==> src/rtl/disk_pwr_pkg.sv <==
package disk_pwr_pkg;

  typedef enum logic [2:0] {
    MODE_ACTIVE  = 3'd0,
    MODE_IDLE1   = 3'd1,
    MODE_IDLE2   = 3'd2,
    MODE_IDLE3   = 3'd3,
    MODE_STANDBY = 3'd4,
    MODE_SLEEP   = 3'd5
  } pwrMode_e;

  typedef enum logic [2:0] {
    CMD_MEDIA     = 3'd0,
    CMD_IDLE      = 3'd1,
    CMD_STANDBY   = 3'd2,
    CMD_SLEEP     = 3'd3,
    CMD_SET_TIMER = 3'd4,
    CMD_SET_LEVEL = 3'd5,
    CMD_LEVEL_OFF = 3'd6,
    CMD_RSVD      = 3'd7
  } cmdClass_e;

  // Strobes from the control FSM to the counter datapath
  typedef struct packed {
    logic reloadAll;    // restart inactivity and dwell counts
    logic reloadDwell;  // restart dwell count after a ladder step
    logic countEn;      // awake: counts advance on ticks
    logic spinEn;       // spin-up in progress
    logic spinRestart;  // restart spin-up count
    logic setTimer;
    logic setLevel;
    logic clrLevel;
  } dpCtl_t;

endpackage

==> src/rtl/disk_pwr_dp.sv <==
module disk_pwr_dp
  import disk_pwr_pkg::*;
#(
  parameter int TIMER_W    = 8,
  parameter int DWELL_BASE = 2,
  parameter int SPINUP_MS  = 3
) (
  input  logic       clk,
  input  logic       hardRstN,
  input  logic       msTick,
  input  logic [7:0] cmdArg,
  input  dpCtl_t     ctl,
  output logic       timerFire,
  output logic       dwellFire,
  output logic       spinDone
);

  localparam int DWELL_MAX = DWELL_BASE << 3;
  localparam int DW        = $clog2(DWELL_MAX + 1);
  localparam int SW        = $clog2(SPINUP_MS + 1);

  logic [TIMER_W-1:0] timerVal;
  logic [TIMER_W-1:0] inactCnt;
  logic               levelOn;
  logic [1:0]         levelBand;
  logic [DW-1:0]      dwellCnt;
  logic [SW-1:0]      spinCnt;
  logic [DW-1:0]      bandLim [4];
  logic               levelArgOk;
  logic               tickRun;

  // Dwell per level band: lower band, shorter dwell
  for (genvar b = 0; b < 4; b++) begin : g_band
    assign bandLim[b] = DW'(DWELL_BASE << b);
  end

  assign levelArgOk = (cmdArg != 8'h00) && (cmdArg != 8'hFF);
  assign tickRun    = ctl.countEn && msTick;

  assign timerFire = tickRun && (timerVal != '0) &&
                     (TIMER_W'(inactCnt + 1'b1) == timerVal);
  assign dwellFire = tickRun && levelOn &&
                     (DW'(dwellCnt + 1'b1) == bandLim[levelBand]);
  assign spinDone  = ctl.spinEn && msTick && (spinCnt == SW'(SPINUP_MS - 1));

  always_ff @(posedge clk or negedge hardRstN) begin
    if (!hardRstN) begin
      timerVal  <= '0;
      levelOn   <= 1'b0;
      levelBand <= 2'd0;
    end else begin
      if (ctl.setTimer) timerVal <= TIMER_W'(cmdArg);
      if (ctl.setLevel && levelArgOk) begin
        levelOn   <= 1'b1;
        levelBand <= cmdArg[7:6];
      end else if (ctl.clrLevel) begin
        levelOn <= 1'b0;
      end
    end
  end

  always_ff @(posedge clk or negedge hardRstN) begin
    if (!hardRstN) begin
      inactCnt <= '0;
      dwellCnt <= '0;
    end else if (ctl.reloadAll) begin
      inactCnt <= '0;
      dwellCnt <= '0;
    end else begin
      if (tickRun) inactCnt <= inactCnt + 1'b1;
      if (ctl.reloadDwell)  dwellCnt <= '0;
      else if (tickRun)     dwellCnt <= dwellCnt + 1'b1;
    end
  end

  always_ff @(posedge clk or negedge hardRstN) begin
    if (!hardRstN)                        spinCnt <= '0;
    else if (!ctl.spinEn || ctl.spinRestart) spinCnt <= '0;
    else if (msTick)                      spinCnt <= spinCnt + 1'b1;
  end

endmodule

==> src/rtl/disk_pwr_ctrl.sv <==
module disk_pwr_ctrl
  import disk_pwr_pkg::*;
(
  input  logic       clk,
  input  logic       hardRstN,
  input  logic       softRst,
  input  logic       cmdValid,
  input  logic [2:0] cmdClass,
  input  logic       timerFire,
  input  logic       dwellFire,
  input  logic       spinDone,
  output dpCtl_t     ctl,
  output pwrMode_e   modeQ,
  output logic       cmdHold
);

  logic      spinning;
  pwrMode_e  spinTarget;
  cmdClass_e cls;
  logic      awake;
  logic      cmdTake;
  logic [2:0] stepDown;

  assign cls      = cmdClass_e'(cmdClass);
  assign awake    = (modeQ < MODE_STANDBY);
  assign cmdTake  = cmdValid && (modeQ != MODE_SLEEP) && (cls != CMD_RSVD);
  assign stepDown = modeQ + 3'd1;

  always_comb begin
    ctl             = '0;
    ctl.countEn     = awake;
    ctl.spinEn      = spinning;
    ctl.spinRestart = softRst;
    ctl.reloadAll   = softRst || cmdTake || spinDone;
    ctl.reloadDwell = dwellFire;
    ctl.setTimer    = !softRst && cmdTake && (cls == CMD_SET_TIMER);
    ctl.setLevel    = !softRst && cmdTake && (cls == CMD_SET_LEVEL);
    ctl.clrLevel    = !softRst && cmdTake && (cls == CMD_LEVEL_OFF);
  end

  always_ff @(posedge clk or negedge hardRstN) begin
    if (!hardRstN) begin
      modeQ      <= MODE_ACTIVE;
      spinning   <= 1'b0;
      spinTarget <= MODE_ACTIVE;
      cmdHold    <= 1'b0;
    end else if (softRst) begin
      cmdHold    <= 1'b0;
      spinTarget <= MODE_ACTIVE;
      if (awake) begin
        modeQ    <= MODE_ACTIVE;
        spinning <= 1'b0;
      end else begin
        modeQ    <= MODE_STANDBY;
        spinning <= 1'b1;
      end
    end else if (cmdTake) begin
      case (cls)
        CMD_MEDIA: begin
          if (modeQ == MODE_STANDBY) begin
            spinning   <= 1'b1;
            cmdHold    <= 1'b1;
            spinTarget <= MODE_ACTIVE;
          end else begin
            modeQ <= MODE_ACTIVE;
          end
        end
        CMD_IDLE: begin
          if (modeQ == MODE_STANDBY) begin
            if (!spinning) begin
              spinning   <= 1'b1;
              spinTarget <= MODE_IDLE1;
            end
          end else begin
            modeQ <= MODE_IDLE1;
          end
        end
        CMD_STANDBY: begin
          modeQ    <= MODE_STANDBY;
          spinning <= 1'b0;
          cmdHold  <= 1'b0;
        end
        CMD_SLEEP: begin
          modeQ    <= MODE_SLEEP;
          spinning <= 1'b0;
          cmdHold  <= 1'b0;
        end
        default: ;
      endcase
    end else if (spinDone) begin
      modeQ    <= spinTarget;
      spinning <= 1'b0;
      cmdHold  <= 1'b0;
    end else if (timerFire) begin
      modeQ <= MODE_STANDBY;
    end else if (dwellFire) begin
      modeQ <= pwrMode_e'(stepDown);
    end
  end

endmodule

==> src/rtl/disk_pwr_mgr.sv <==
module disk_pwr_mgr
  import disk_pwr_pkg::*;
#(
  parameter int TIMER_W    = 8,
  parameter int DWELL_BASE = 2,
  parameter int SPINUP_MS  = 3
) (
  input  logic       clk,
  input  logic       hardRstN,
  input  logic       softRst,
  input  logic       msTick,
  input  logic       cmdValid,
  input  logic [2:0] cmdClass,
  input  logic [7:0] cmdArg,
  output logic [2:0] mode,
  output logic       spinReady,
  output logic       cmdHold
);

  dpCtl_t   ctl;
  pwrMode_e modeQ;
  logic     timerFire;
  logic     dwellFire;
  logic     spinDone;

  disk_pwr_ctrl u_ctrl (
    .clk       (clk),
    .hardRstN  (hardRstN),
    .softRst   (softRst),
    .cmdValid  (cmdValid),
    .cmdClass  (cmdClass),
    .timerFire (timerFire),
    .dwellFire (dwellFire),
    .spinDone  (spinDone),
    .ctl       (ctl),
    .modeQ     (modeQ),
    .cmdHold   (cmdHold)
  );

  disk_pwr_dp #(
    .TIMER_W    (TIMER_W),
    .DWELL_BASE (DWELL_BASE),
    .SPINUP_MS  (SPINUP_MS)
  ) u_dp (
    .clk       (clk),
    .hardRstN  (hardRstN),
    .msTick    (msTick),
    .cmdArg    (cmdArg),
    .ctl       (ctl),
    .timerFire (timerFire),
    .dwellFire (dwellFire),
    .spinDone  (spinDone)
  );

  assign mode      = modeQ;
  assign spinReady = (modeQ < MODE_STANDBY);

endmodule

==> config.mk <==
export PLATFORM = sky130hd
export DESIGN_NAME = disk_pwr_mgr
export DESIGN_NICKNAME = d
export VERILOG_FILES = /design/src/rtl/disk_pwr_pkg.sv /design/src/rtl/disk_pwr_dp.sv /design/src/rtl/disk_pwr_ctrl.sv /design/src/rtl/disk_pwr_mgr.sv
export SDC_FILE = /design/constraint.sdc
export NUM_CORES = 1
export LEC_CHECK = 0
export ABC_AREA = 0
export CAP_MARGIN = 20
export CORE_ASPECT_RATIO = 1.4
export CORE_MARGIN = 2
export CORE_UTILIZATION = 29
export DETAILED_ROUTE_END_ITERATION = 6
export PLACE_DENSITY = 0.45
export SYNTH_ARGS = -nofsm -noshare
export SYNTH_HDL_FRONTEND = slang
export SYNTH_HIERARCHICAL = 1
export SYNTH_SLANG_ARGS = --single-unit
==> constraint.sdc <==
create_clock -name clk -period 3.55 [get_ports clk]
set_input_delay 0.355 -clock clk [delete_from_list [all_inputs] [get_ports clk]]
set_output_delay 0.355 -clock clk [all_outputs]
set_load 0.02 [all_outputs]
==> metrics <==
status complete, no violations; combinational fraction of design power 29.9%; Initial Utilization 29.7%; worst-case reg-to-reg path depth 10; R2R Path Start u_dp/inactCnt[0]$_DFFE_PN0P_; most used flip-flop cell after synthesis sky130_fd_sc_hd__dfrtp_1; post-cts repair resize count 0; register clock-pin slew on the reported worst setup and hold paths 70 ps; most frequent cells after synthesis sky130_fd_sc_hd__dfrtp_1, sky130_fd_sc_hd__nand2_1, sky130_fd_sc_hd__nor2_1; switching part of the total 34.7%; number of distinct library cell variants in the gate-level netlist after synthesis 59; largest cells by area after synthesis sky130_fd_sc_hd__dfrtp_1, sky130_fd_sc_hd__mux2_2, sky130_fd_sc_hd__xor2_1; category of the most critical setup path reg2reg; top cell type's share of synthesized area 36.9%; number of nets with antenna violations after detailed routing 0; largest fanout of any net on the critical path 9; register cell area after layout 801 um^2; Hold Fails Final Rpt 0; first-pass GRT wire length 9110 um; total leakage power 0.00100 uW; Final Net Count 271; share of cells above drive strength 1 12.4%; final weighted congestion in routability-driven placement 0.810; std cell rows 37; Overall Global Routing Usage 14.0%; kind of end point of the critical path register; power density over the cells 437 nW/um^2; pin count of the biggest net entering global routing 33; setup slack on the worst flop-to-flop path 320 ps; share of cell area taken by muxes after synthesis 7.55%; Die Height 106 um; largest family of logic cells by synthesized area simple AND/OR/NAND/NOR gates; clk_skew 3.80 ps; Synth Warn # 6; slew at the pin closest to its max-slew limit 542 ps; sequence of cells on the critical path ha_1 > nand2b_1 > a21oi_1 > or3b_1 > a221o_1 > nor4_2 > nor3_1 > a21o_1 > a21oi_1 > mux2_1; gate count after technology mapping 232; number of pins exceeding their max-slew limit in the final report 0; Worst setup SP type register; cell repeated most along the worst path sky130_fd_sc_hd__a21oi_1; Clock Power Share 24.3%; post-synthesis instance area 2170 um^2; Area growth, synth to finish 15.9%; RSZ-0062 raised after global routing no; cell type contributing the most total cell area after synthesis sky130_fd_sc_hd__dfrtp_1; slowest stage delay, CP 510 ps; average wire per standard cell 15.3 um; worst path arrival time 3390 ps; Synth Area in Adders 3.46%; antenna fix cells 0; WP data required 3710 ps; Final Routed Wirelength 5290 um; DRC viols 0; number of buffers inserted during clock tree synthesis 5; share of async-settable or async-resettable flops after synthesis 100%; placeable core region 7310 um^2; initial antenna violation count 0; syn avg cell area 9.36 um^2; count of H-tree levels built during CTS 2; average via count per standard cell 5.20; max frequency 310 MHz; DRC violation total after the first TritonRoute iteration 105; area taken by multi-input logic gates 1240 um^2; maximum ir drop on the vdd rail 0.000217 V; Psw 381 uW; worst rel slew slack 63.8%; die outline width 77.1 um; internal power component 717 uW; clock tree sinks 32; final-layout setup total negative slack 0 ps; gr ovfl total 0; non-filler instance count after layout 346; worst r2r dst u_ctrl/modeQ[2]$_DFFE_PN0P_; Buffers on Ports 20; ratio of final minimum period to clock period 91.0%; sequential cell area fraction in the yosys report 36.9%; clock latency reported for the late side of the worst-skew pair 280 ps; Detail Placement HPWL 3940 um; count leader, synth sky130_fd_sc_hd__dfrtp_1; maximum buffer depth of the clock tree 2; hold crit path type in2async; setup violation total in the final timing report 0; number of buffers added for setup after CTS 0; length of the first detailed-routing pass in iterations 4; number of synthesized flops with an enable pin 0; Placed Cells 339; # fillers 795; synthesized netlist net count 254; Synth Area in Simple Gates 21.7%; number of flip-flops and latches in the synthesized netlist 32; Clk Tree Root Cell sky130_fd_sc_hd__clkbuf_8; synthesized-area fraction occupied by xor and xnor cells 8.07%; cell at the slowest stage of the critical path sky130_fd_sc_hd__dfrtp_1; top-level I/O count 21; via count of the routed design 1798; minimum clock period 3230 ps; number of hold-repair buffers added at the cts stage 0; share of the synthesized area in compound gates (AO/OA/AOI/OAI) 16.5%; floorplan die area 8200 um^2; via count of the first global-routing pass 1831; CTS tree done; max capacitance violation total 0; sequential group share of total power 45.8%
critical path: cells and delay by family (launching register included):
family / cells / cell delay, ps
AO/OA/AOI/OAI: 4 / 770
adder cells (fa/ha/maj): 1 / 390
flip-flops: 1 / 510
multiplexers: 1 / 330
AND/OR/NAND/NOR: 4 / 1120
sequential cells by signal, indices dropped and copies added, names as in the netlist:
register and cells:
u_dp/dwellCnt 5, u_dp/inactCnt 8, u_dp/spinCnt 2, u_ctrl/spinTarget 1
u_ctrl/spinning 1, u_dp/levelBand 2, u_dp/timerVal 8, u_dp/levelOn 1
u_ctrl/cmdHold 1, u_ctrl/modeQ 3
metal layers:
metal,vias to the layer above,wire (um),part of all wire (%),global-route usage (%)
li1,871,-,-,-
met2,54,2740,52,24.8
met4,0,97,1.8,5.99
met3,8,236,4.5,2.21
met1,865,2220,42,16.6
met5,-,0,0,0
power groups by stage:
stage	registers, uW	clock network (uW)	logic [uW]
3_3_place_gp	512	0	332
6_report	503	267	328
3_5_place_dp	511	0	329
2_1_floorplan	488	0	241
4_1_cts	504	281	331
5_1_grt	514	293	366
area by class of cell:
| class | instances | area share, % |
|---|---|---|
| multi-input cells | 175 | 49.5 |
| flip-flops and latches | 32 | 31.8 |
| repair buffers | 24 | 9.15 |
| well taps | 97 | 4.83 |
| clock buffers | 6 | 2.89 |
| inverters | 11 | 1.64 |
| clock inverters | 1 | 0.199 |
placed cells by master, fill, tap and decap left out, types with 3 or more instances in the layout:
cell type	n
sky130_fd_sc_hd__and3_1	4
sky130_fd_sc_hd__ha_1	6
sky130_fd_sc_hd__clkbuf_8	5
sky130_fd_sc_hd__nor2_1	18
sky130_fd_sc_hd__xnor2_1	9
sky130_fd_sc_hd__clkdlybuf4s50_1	20
sky130_fd_sc_hd__mux2_2	10
sky130_fd_sc_hd__a211oi_1	3
sky130_fd_sc_hd__o21ai_0	5
sky130_fd_sc_hd__nand4_1	7
sky130_fd_sc_hd__nand3_1	7
sky130_fd_sc_hd__a21o_1	3
sky130_fd_sc_hd__nor2b_1	4
sky130_fd_sc_hd__nor3_1	9
sky130_fd_sc_hd__nor4_1	4
sky130_fd_sc_hd__inv_1	11
sky130_fd_sc_hd__a21oi_1	9
sky130_fd_sc_hd__or3_1	3
sky130_fd_sc_hd__xor2_1	11
sky130_fd_sc_hd__mux2i_1	4
sky130_fd_sc_hd__nand2b_1	3
sky130_fd_sc_hd__buf_4	4
sky130_fd_sc_hd__dfrtp_1	32
sky130_fd_sc_hd__nand2_1	18
cells by family after synthesis:
| family | after synthesis |
|---|---|
| buffers and inverters | 25 |
| muxes | 15 |
| xor gates and xnor gates | 20 |
| AOI/OAI and AO/OA | 46 |
| and+or+nand+nor | 88 |
| DFF | 32 |
| adders and majority gates | 6 |
stage by stage:
| step | total power (uW) | cell area (um^2) | util (%) | hold WS, ps | setup slack [ps] |
|---|---|---|---|---|---|
| 2_1_floorplan | 728 | 2170 | - | 59.4 | 730 |
| 3_3_place_gp | 844 | 2440 | 33.3 | 482 | 409 |
| 3_5_place_dp | 841 | 2440 | 33.3 | 486 | 349 |
| 4_1_cts | 1120 | 2510 | 34.4 | 498 | 332 |
| 5_1_grt | 1170 | 2510 | 34.4 | 530 | 47.9 |
| 6_report | 1100 | 2510 | 34.4 | 483 | 321 |
worst max path at each step:
stage / start / endpoint / slack (ps) / cells after the start
after global placement: u_dp/inactCnt[0]$_DFFE_PN0P_ / u_ctrl/modeQ[2]$_DFFE_PN0P_ / 410 / 10
after CTS: u_dp/inactCnt[0]$_DFFE_PN0P_ / u_ctrl/modeQ[2]$_DFFE_PN0P_ / 330 / 10
after detailed placement: u_dp/inactCnt[0]$_DFFE_PN0P_ / u_ctrl/modeQ[2]$_DFFE_PN0P_ / 350 / 10
final: u_dp/inactCnt[0]$_DFFE_PN0P_ / u_ctrl/modeQ[2]$_DFFE_PN0P_ / 320 / 10
after floorplan: u_dp/inactCnt[1]$_DFFE_PN0P_ / u_ctrl/modeQ[2]$_DFFE_PN0P_ / 730 / 10
after global routing: u_dp/inactCnt[0]$_DFFE_PN0P_ / u_ctrl/modeQ[2]$_DFFE_PN0P_ / 50 / 10
(Power assumes the default switching activity.)
